### config.mk
export PLATFORM = sky130hd
export DESIGN_NAME = i2s_ladder_drv
export DESIGN_NICKNAME = d
export VERILOG_FILES = /design/src/rtl/ladder_drv_pkg.sv /design/src/rtl/ladder_i2s_rx.sv /design/src/rtl/ladder_framer.sv /design/src/rtl/ladder_shifter.sv /design/src/rtl/i2s_ladder_drv.sv
export SDC_FILE = /design/constraint.sdc
export NUM_CORES = 1
export LEC_CHECK = 0
export BUFFER_PORTS_ARGS = -buffer_cell sky130_fd_sc_hd__clkbuf_2
export CORE_UTILIZATION = 55
export CTS_BUF_LIST = sky130_fd_sc_hd__clkbuf_8
export DETAILED_ROUTE_END_ITERATION = 7
export GPL_TIMING_DRIVEN = 1
export PLACE_DENSITY = 0.79
export SLEW_MARGIN = 15
export SYNTH_ARGS = -nofsm -noshare
export SYNTH_HDL_FRONTEND = slang
export SYNTH_SLANG_ARGS = --single-unit
### constraint.sdc
create_clock -name clk_i -period 3.2 [get_ports clk_i]
set_input_delay 0.64 -clock clk_i [delete_from_list [all_inputs] [get_ports clk_i]]
set_output_delay 0.64 -clock clk_i [all_outputs]
set_load 0.01 [all_outputs]
### src/rtl/ladder_drv_pkg.sv
package ladder_drv_pkg;
  localparam int NCH = 2;
  localparam int CH_L = 0;
  localparam int CH_R = 1;

  typedef enum logic [2:0] {
    ST_IDLE,
    ST_LOW,
    ST_HIGH,
    ST_SETTLE,
    ST_STROBE
  } shift_st_e;
endpackage

### src/rtl/ladder_i2s_rx.sv
module ladder_i2s_rx #(
  parameter int SAMPLE_W    = 24,
  parameter int SYNC_STAGES = 2
) (
  input  logic                clk_i,
  input  logic                rst_ni,
  input  logic                bclk_i,
  input  logic                ws_i,
  input  logic                sd_i,
  output logic                pair_vld_o,
  output logic [SAMPLE_W-1:0] word_l_o,
  output logic [SAMPLE_W-1:0] word_r_o
);
  localparam int CW = $clog2(SAMPLE_W + 1);
  localparam logic [CW-1:0] CNT_FULL = CW'(SAMPLE_W);
  localparam logic [CW-1:0] CNT_LAST = CW'(SAMPLE_W - 1);

  // stage 0 is the input side; bit order {bclk, ws, sd}
  logic [2:0] sync_q [SYNC_STAGES];

  always_ff @(posedge clk_i or negedge rst_ni) begin
    if (!rst_ni) sync_q[0] <= '0;
    else         sync_q[0] <= {bclk_i, ws_i, sd_i};
  end

  for (genvar s = 1; s < SYNC_STAGES; s++) begin : g_sync
    always_ff @(posedge clk_i or negedge rst_ni) begin
      if (!rst_ni) sync_q[s] <= '0;
      else         sync_q[s] <= sync_q[s-1];
    end
  end

  logic bclk_s, ws_s, sd_s;
  assign {bclk_s, ws_s, sd_s} = sync_q[SYNC_STAGES-1];

  logic                bclk_d_q, ws_q, ch_q, l_ok_q;
  logic [CW-1:0]       cnt_q;
  logic [SAMPLE_W-1:0] sh_q, left_q;
  logic                bit_rise;
  logic [SAMPLE_W-1:0] sh_nxt;

  assign bit_rise = bclk_s & ~bclk_d_q;
  assign sh_nxt   = {sh_q[SAMPLE_W-2:0], sd_s};

  always_ff @(posedge clk_i or negedge rst_ni) begin
    if (!rst_ni) begin
      bclk_d_q   <= 1'b0;
      ws_q       <= 1'b0;
      ch_q       <= 1'b0;
      l_ok_q     <= 1'b0;
      cnt_q      <= CNT_FULL;
      sh_q       <= '0;
      left_q     <= '0;
      word_l_o   <= '0;
      word_r_o   <= '0;
      pair_vld_o <= 1'b0;
    end else begin
      bclk_d_q   <= bclk_s;
      pair_vld_o <= 1'b0;
      if (bit_rise) begin
        // the bit sampled on a word-select change still belongs to the old word
        if (cnt_q < CNT_FULL) begin
          sh_q  <= sh_nxt;
          cnt_q <= cnt_q + 1'b1;
          if (cnt_q == CNT_LAST) begin
            if (!ch_q) begin
              left_q <= sh_nxt;
              l_ok_q <= 1'b1;
            end else if (l_ok_q) begin
              word_l_o   <= left_q;
              word_r_o   <= sh_nxt;
              pair_vld_o <= 1'b1;
              l_ok_q     <= 1'b0;
            end
          end
        end
        if (ws_s != ws_q) begin
          ws_q  <= ws_s;
          ch_q  <= ws_s;
          cnt_q <= '0;
        end
      end
    end
  end
endmodule

### src/rtl/ladder_framer.sv
module ladder_framer #(
  parameter int SAMPLE_W      = 24,
  parameter int CHIPS         = 8,
  parameter int DATA_PER_CHIP = 6
) (
  input  logic [SAMPLE_W-1:0]                    pcm_i,
  output logic [CHIPS*(DATA_PER_CHIP+1)-1:0]     frame_o
);
  localparam int GRP = DATA_PER_CHIP + 1;
  localparam int LEN = CHIPS * GRP;
  localparam int MW  = SAMPLE_W - 1;

  logic                neg;
  logic [SAMPLE_W-1:0] negx;
  logic [MW-1:0]       mag;
  logic [SAMPLE_W-1:0] smw;

  always_comb begin
    neg  = pcm_i[SAMPLE_W-1];
    negx = '0 - pcm_i;
    if (!neg)                   mag = pcm_i[MW-1:0];
    else if (pcm_i[MW-1:0] == '0) mag = '1;  // clamp most negative code
    else                        mag = negx[MW-1:0];
    smw = {neg, mag};
  end

  // frame_o[LEN-1] leaves first; position 0 of each chip group is the pad
  always_comb begin
    frame_o = '0;
    for (int g = 0; g < CHIPS; g++) begin
      for (int j = 1; j < GRP; j++) begin
        int idx;
        idx = SAMPLE_W - g * DATA_PER_CHIP - j;
        if (idx >= 0) frame_o[LEN-1-(g*GRP+j)] = smw[idx];
      end
    end
  end
endmodule

### src/rtl/ladder_shifter.sv
module ladder_shifter
  import ladder_drv_pkg::*;
#(
  parameter int LEN      = 56,
  parameter int HALF_CYC = 1
) (
  input  logic           clk_i,
  input  logic           rst_ni,
  input  logic           start_i,
  input  logic [LEN-1:0] frame_i [NCH],
  output logic           sclk_o,
  output logic           rclk_o,
  output logic           oe_no,
  output logic [NCH-1:0] sdo_o
);
  localparam int TW = $clog2(HALF_CYC + 1);
  localparam int BW = $clog2(LEN);
  localparam logic [TW-1:0] T_LAST = TW'(HALF_CYC - 1);
  localparam logic [BW-1:0] B_LAST = BW'(LEN - 1);

  shift_st_e     st_q;
  logic [TW-1:0] tmr_q;
  logic [BW-1:0] bit_q;
  logic          tmr_done, do_load, do_shift;

  assign tmr_done = (tmr_q == T_LAST);
  assign do_load  = (st_q == ST_IDLE) && start_i;
  assign do_shift = (st_q == ST_HIGH) && tmr_done && (bit_q != B_LAST);

  always_ff @(posedge clk_i or negedge rst_ni) begin
    if (!rst_ni) begin
      st_q   <= ST_IDLE;
      tmr_q  <= '0;
      bit_q  <= '0;
      sclk_o <= 1'b0;
      rclk_o <= 1'b0;
      oe_no  <= 1'b1;
    end else begin
      tmr_q <= tmr_done ? '0 : tmr_q + 1'b1;
      unique case (st_q)
        ST_IDLE: begin
          tmr_q <= '0;
          if (start_i) begin
            bit_q <= '0;
            st_q  <= ST_LOW;
          end
        end
        ST_LOW: if (tmr_done) begin
          sclk_o <= 1'b1;
          st_q   <= ST_HIGH;
        end
        ST_HIGH: if (tmr_done) begin
          sclk_o <= 1'b0;
          if (bit_q == B_LAST) st_q <= ST_SETTLE;
          else begin
            bit_q <= bit_q + 1'b1;
            st_q  <= ST_LOW;
          end
        end
        ST_SETTLE: if (tmr_done) begin
          rclk_o <= 1'b1;
          st_q   <= ST_STROBE;
        end
        ST_STROBE: if (tmr_done) begin
          rclk_o <= 1'b0;
          oe_no  <= 1'b0;
          st_q   <= ST_IDLE;
        end
        default: st_q <= ST_IDLE;
      endcase
    end
  end

  for (genvar c = 0; c < NCH; c++) begin : g_ch
    logic [LEN-1:0] frm_q;
    always_ff @(posedge clk_i or negedge rst_ni) begin
      if (!rst_ni)       frm_q <= '0;
      else if (do_load)  frm_q <= frame_i[c];
      else if (do_shift) frm_q <= {frm_q[LEN-2:0], 1'b0};
    end
    assign sdo_o[c] = frm_q[LEN-1];
  end
endmodule

### src/rtl/i2s_ladder_drv.sv
module i2s_ladder_drv
  import ladder_drv_pkg::*;
#(
  parameter int SAMPLE_W      = 24,
  parameter int CHIPS         = 8,
  parameter int DATA_PER_CHIP = 6,
  parameter int HALF_CYC      = 1,
  parameter int SYNC_STAGES   = 2
) (
  input  logic clk_i,
  input  logic rst_ni,
  input  logic bclk_i,
  input  logic ws_i,
  input  logic sd_i,
  output logic sclk_o,
  output logic rclk_o,
  output logic oe_no,
  output logic sdo_l_o,
  output logic sdo_r_o
);
  localparam int SHIFT_LEN = CHIPS * (DATA_PER_CHIP + 1);

  logic                 pair_vld;
  logic [SAMPLE_W-1:0]  words [NCH];
  logic [SHIFT_LEN-1:0] frames [NCH];
  logic [NCH-1:0]       sdo;

  ladder_i2s_rx #(
    .SAMPLE_W   (SAMPLE_W),
    .SYNC_STAGES(SYNC_STAGES)
  ) u_rx (
    .clk_i     (clk_i),
    .rst_ni    (rst_ni),
    .bclk_i    (bclk_i),
    .ws_i      (ws_i),
    .sd_i      (sd_i),
    .pair_vld_o(pair_vld),
    .word_l_o  (words[CH_L]),
    .word_r_o  (words[CH_R])
  );

  for (genvar c = 0; c < NCH; c++) begin : g_frm
    ladder_framer #(
      .SAMPLE_W     (SAMPLE_W),
      .CHIPS        (CHIPS),
      .DATA_PER_CHIP(DATA_PER_CHIP)
    ) u_frm (
      .pcm_i  (words[c]),
      .frame_o(frames[c])
    );
  end

  ladder_shifter #(
    .LEN     (SHIFT_LEN),
    .HALF_CYC(HALF_CYC)
  ) u_shf (
    .clk_i  (clk_i),
    .rst_ni (rst_ni),
    .start_i(pair_vld),
    .frame_i(frames),
    .sclk_o (sclk_o),
    .rclk_o (rclk_o),
    .oe_no  (oe_no),
    .sdo_o  (sdo)
  );

  assign sdo_l_o = sdo[CH_L];
  assign sdo_r_o = sdo[CH_R];
endmodule

* Word-level counts from Yosys, hierarchy flattened *
Index checks and enable logic that the tools add are counted.

word-level totals
  flip-flop bits (word level) = 235
  bits of input ports = 5
  output and inout bits = 5
  logic and storage cells = 98

operators by class
  $add $sub $neg = 5
  magnitude comparators = 1
  equality and inequality tests = 14
  mux-type cells = 33
  bitwise gates (word level) = 4
  reduce and logical (&&, ||, !) cells = 22

operator list
  cell                   number
  $mux 56                4
  $mux 23                4
  $logic_not 23->1       2
  $sub 1x23->23 const A  2
  $mux 6                 3
  $mux 3                 5
  $pmux 3 s5             1
  $ne 2x2->1 const B     6
  $pmux 6 s2             1
  $mux 1                 10
  $mux 5                 2
  $reduce_and 5->1       2
  $reduce_bool 2->1      5
  $reduce_and 3->1       3
  $reduce_and 2->1       4
  $reduce_and 4->1       2
  $add 6x1->6 const B    1
  $eq 3x2->1 const B     2
  $eq 6x6->1 const B     1
  $ne 6x6->1 const B     1
  $add 5x1->5 const B    1
  $eq 5x5->1 const B     1
  $lt 5x5->1 const B     1
  $pmux 1 s2             2
  other kinds (9)        13

* Depth between registers and ports, before layout *
  depth in word-level cells = 5
  depth in mapped cells = 9
  depth with buffers taken out = 7

* By module *
From an unflattened synthesis, not the netlist that was laid out.

second synthesis, totals
  cell total of the unflattened synthesis = 1038
  area, all modules = 11486.0 um^2

by module, submodules not included
  module                           times used  cells an instance  area an instance (um^2)
  ladder_shifter                   1           536                5456.5
  ladder_i2s_rx                    1           243                4159.0
  ladder_framer at g_frm[1].u_frm  1           130                948.4
  ladder_framer at g_frm[0].u_frm  1           129                922.1

* Least setup slack after synthesis *
Ideal clock, no wire load.

  path kind = register -> register
  start point = register u_rx.word_l_o[0]
  end point = register u_shf.g_ch[0].frm_q[47]
  library setup time = 0.101 ns
  arrival = 2.343 ns
  setup slack = 0.756 ns
  stages on the path, launching flop included = 9
  path buffers = 1
  cells stage by stage = dfrtp_1 > inv_1 > ha_1 > or4b_2 > or4_4 > buf_6 > o21ai_4 > inv_2 > o311ai_2

on the way
  longest elaborated chain between the ends = 4
  elaborated cells between the ends (all ways) = 5

RTL lines
  item                                               line                                      source
  from (decl)                                        ladder_i2s_rx.sv:11                       output logic [SAMPLE_W-1:0] word_l_o,
  from (signal assigned)                             ladder_i2s_rx.sv:70                       word_l_o <= left_q;
  $sub 1x23->23 or $logic_not 23->1 (tied branches)  ladder_framer.sv:20, ladder_framer.sv:22
  $mux 23 *                                          ladder_framer.sv:22                       else if (pcm_i[MW-1:0] == '0) mag = '1;
  $mux 23 *                                          ladder_framer.sv:21                       if (!neg) mag = pcm_i[MW-1:0];
  $mux 56 *                                          ladder_shifter.sv:78                      else if (do_load) frm_q <= frame_i[c];
  to (signal assigned)                               ladder_shifter.sv:78
  to (signal assigned)                               ladder_shifter.sv:79                      else if (do_shift) frm_q <= {frm_q[LEN-2:0], 1'b0};
  to (decl)                                          ladder_shifter.sv:75                      logic [LEN-1:0] frm_q;

Mark *: on every way between the ends. The rest lies on a longest branch, timed or not.
A chain may end at the register's enable or synchronous reset.

* Worst setup path after layout *
Same ends and word-level chain as after synthesis.

==> results.cfg <==
[run_status]
status = finished clean

[power]
leakage_nw = 4.14
p_sw_share_pct = 22.4
cell_internal_pwr_mw = 3.44
switchingPower_uw = 995
seq_power_share_pct = 55.8
p_per_area_mw_per_mm2 = 507
vdd_ir_drop_max_mv = 0.413
p_clk_share_pct = 40.1
power_frac_comb_pct = 4.1

[yosys]
synth_fa_ha_area_share_pct = 0.622
syn_area_mm2 = 0.00804
yosys-mux-area-fraction_pct = 14.3
synth_top_family_by_area = multiplexers
synth_seq_cells = 178
synth-simple-area-share_pct = 8.99
ys_types = 61
synth_most_common_cell = dfrtp_1
synth_edf_count = 0
ys_warn_count = 0
synth_top_area_share_pct = 54.4
synth_nets = 681
yosysTopAreaCell = dfrtp_1
synthCells = 672
synth_compound_area_share_pct = 13.2
ys.flop_type = dfrtp_1
synthXorXnorAreaFrac_pct = 4.46
synth.area.top_cells = dfrtp_1 (54%), mux2_2 (14%), xnor2_1 (2.5%)
ys_seq_area_share_pct = 55.4
synth_area_per_cell_um2 = 12.0
synth_common_cells = dfrtp_1 (175), mux2_2 (98), o21ai_0 (39)
synthArstFlopShare_pct = 100

[finish]
nets = 675
areaGrowthSynthToFinish_pct = 8.80
antenna_cells = 0
fillers = 1119
final_layout_size_suffix_gt1_share_pct = 25.8
fin_area_mm2 = 0.00875
seq_area_mm2 = 0.00446
multi_input_area_mm2 = 0.00338

[routing]
post_drt_wl_per_cell_um = 18.1
num_vias = 5312
drt-initial-drc-count = 543
drt_pre_antenna_iters = 7
via_per_inst = 6.18
ant_nets = 0
drt_wl_total_um = 15500
drc = 0

[clock_network]
clock_sinks = 178
clk_pin_slew_ps = 90
post_cts_buffers = 0
htreeDepth = 4
clock_latency_ps = 470
numCtsBuffers = 17
ctsHoldBuffers = 0
ctsResizeCount = 0
cts_tree = yes
cts_root_buffer = clkbuf_8
clockBufferDepth = 2

[placement]
io_buffers = 9
dpl-instance-area_mm2 = 0.00827
hpwl_um = 10500
place_congestion = 0.863

[die]
fp-row-count = 43
ioPinCount = 10
core_mm2 = 0.0141
die_h_um = 123
initial_utilization_pct = 57.1
fp.dieW_um = 123
dieArea_mm2 = 0.0151

[critical_path]
rr_endpoint = u_shf.g_ch[0].frm_q[47]$_DFFE_PN0P_
startpoint = u_rx.word_l_o[0]$_DFFE_PN0P_
r2r-start = u_rx.word_l_o[0]$_DFFE_PN0P_
reg2reg_depth = 7
crit_path_end_kind = flip-flop
required_ps = 3560
rrSetupSlack_ps = 410
critical_path_depth = 7
crit_path_end = u_shf.g_ch[0].frm_q[47]$_DFFE_PN0P_
cp.arrival_ps = 3150
worstPathCellList = inv_1 > ha_1 > or4b_2 > or4_4 > o21ai_4 > inv_2 > o311ai_2
criticalPathCategory = reg -> reg
cpLargestDelayFamily = simple AND/OR/NAND/NOR gates
cpPeakStageDelay_ps = 660
crit_buf_inv = 2
slowest_stage = or4b_2
crit_path_max_fanout = 13
start_kind = flip-flop

[grt]
grt_pass1_wl_um = 26300
antenna_found_initial = 1
globalRouteOverflowTotal = 0
grt_max_degree = 89
first_global_vias = 5248
grt_usage_pct = 22.9

[sta]
setup_viol = 0
max_slew_margin_pct = 43.4
finalHoldViolCount = 0
period_share_pct = 87.1
fmax_ghz = 0.359
rsz0062_at_grt = false
final_max_slew_viol_count = 0
worst_slew_pin_slew_ps = 848
fin_crit_ps = 2790
timing.setup.tns_ps = 0
final.setup_skew_ps = 13.0

[job]
cap_violations = 0

[min_path]
hp-class = in -> async
-- cells by family (layout without fill, tap and decap cells) --
logic type	Yosys count	in the layout
buffers and inverters	56	63
flip-flops	178	178
multiplexers	103	103
XOR/XNOR	41	41
AO/OA/AOI/OAI	156	156
adder cells (fa/ha/maj)	4	4
AND/OR/NAND/NOR	134	134
-- final cells by class --
type	count	share of cell area (%)
Sequential cell	178	50.9
Multi-Input combinational cell	438	38.6
Clock buffer	20	3.15
Tap cell	180	2.57
Clock inverter	12	2.32
Timing Repair Buffer	19	1.87
Inverter	12	0.515
-- registers in the layout, summed over array words and instances, names as in the netlist --
signal            cells
u_shf.sclk_o          1
u_shf.oe_no           1
u_rx.pair_vld_o       1
u_rx.l_ok_q           1
u_rx.left_q          24
u_rx.word_l_o        24
u_rx.bclk_s           1
u_rx.ws_q             1
u_shf.st_q            3
u_shf.rclk_o          1
u_rx.sd_s             1
u_shf.bit_q           6
u_rx.bclk_d_q         1
u_shf.g_ch.frm_q     56
u_rx.sync_q           4
u_rx.cnt_q            5
u_rx.sh_q            23
u_rx.word_r_o        24
-- worst min path at each step --
stage | start | end | cells after the start | slack (ps)
2_1_floorplan | u_rx.sync_q[5]$_DFF_PN0_ | u_rx.bclk_s$_DFF_PN0_ | 0 | 330
3_3_place_gp | u_rx.sync_q[3]$_DFF_PN0_ | u_rx.sd_s$_DFF_PN0_ | 0 | 340
3_5_place_dp | u_rx.sync_q[3]$_DFF_PN0_ | u_rx.sd_s$_DFF_PN0_ | 0 | 340
4_1_cts | rst_ni | u_shf.g_ch[0].frm_q[55]$_DFFE_PN0P_ | 1 | 220
5_1_grt | rst_ni | u_shf.rclk_o$_DFFE_PN0P_ | 1 | 230
6_report | rst_ni | u_shf.rclk_o$_DFFE_PN0P_ | 1 | 190
-- metal layers --
layer | GRT usage (%) | wire length, um | vias to the layer above
met2 | 37.3 | 7520 | 136
met4 | 8.00 | 304 | 2
met1 | 29.7 | 6960 | 2688
li1 | - | - | 2452
met5 | 0 | 13 | -
met3 | 5.86 | 709 | 34
-- through the flow --
stage / instances / setup WS (ps) / utilization, % / hold WS, ps / total power [mW]
after floorplan: 672 / 756 / - / 331 / 2.58
after global placement: 827 / 504 / 58.7 / 341 / 2.68
after detailed placement: 827 / 427 / 58.7 / 339 / 2.70
after CTS: 859 / 397 / 62.1 / 216 / 4.48
after global routing: 859 / 231 / 62.1 / 230 / 4.60
final: 859 / 414 / 62.1 / 189 / 4.43
-- power groups by stage --
stage | combinational (mW) | clock [mW] | sequential (mW)
6_report | 0.181 | 1.78 | 2.47
5_1_grt | 0.205 | 1.91 | 2.49
4_1_cts | 0.187 | 1.82 | 2.47
3_5_place_dp | 0.186 | 0 | 2.51
3_3_place_gp | 0.174 | 0 | 2.50
2_1_floorplan | 0.116 | 0 | 2.46
-- layout by cell type, fill, tap and decap left out, types with 4 or more instances in the layout --
master,netlist,routed
nor2_1,22,22
o41ai_1,9,9
or2_2,8,8
clkbuf_2,0,8
xor2_1,18,18
nor3b_1,4,4
o21ai_1,13,13
nand2b_1,4,4
o21ai_0,39,39
or3_1,18,18
nand2_1,38,38
o31ai_1,14,14
nor3_1,7,7
a22o_1,10,10
or4_1,9,9
mux2i_1,5,5
buf_4,0,7
a21oi_1,17,17
mux2_2,98,98
xnor2_1,23,23
dfrtp_1,175,175
nor2b_1,4,4
clkbuf_8,0,20
clkinvlp_4,0,4
ha_1,4,4
inv_1,11,11
bufinv_16,0,5
o22ai_1,24,24
Note: power is estimated with default switching activity, not from simulation.
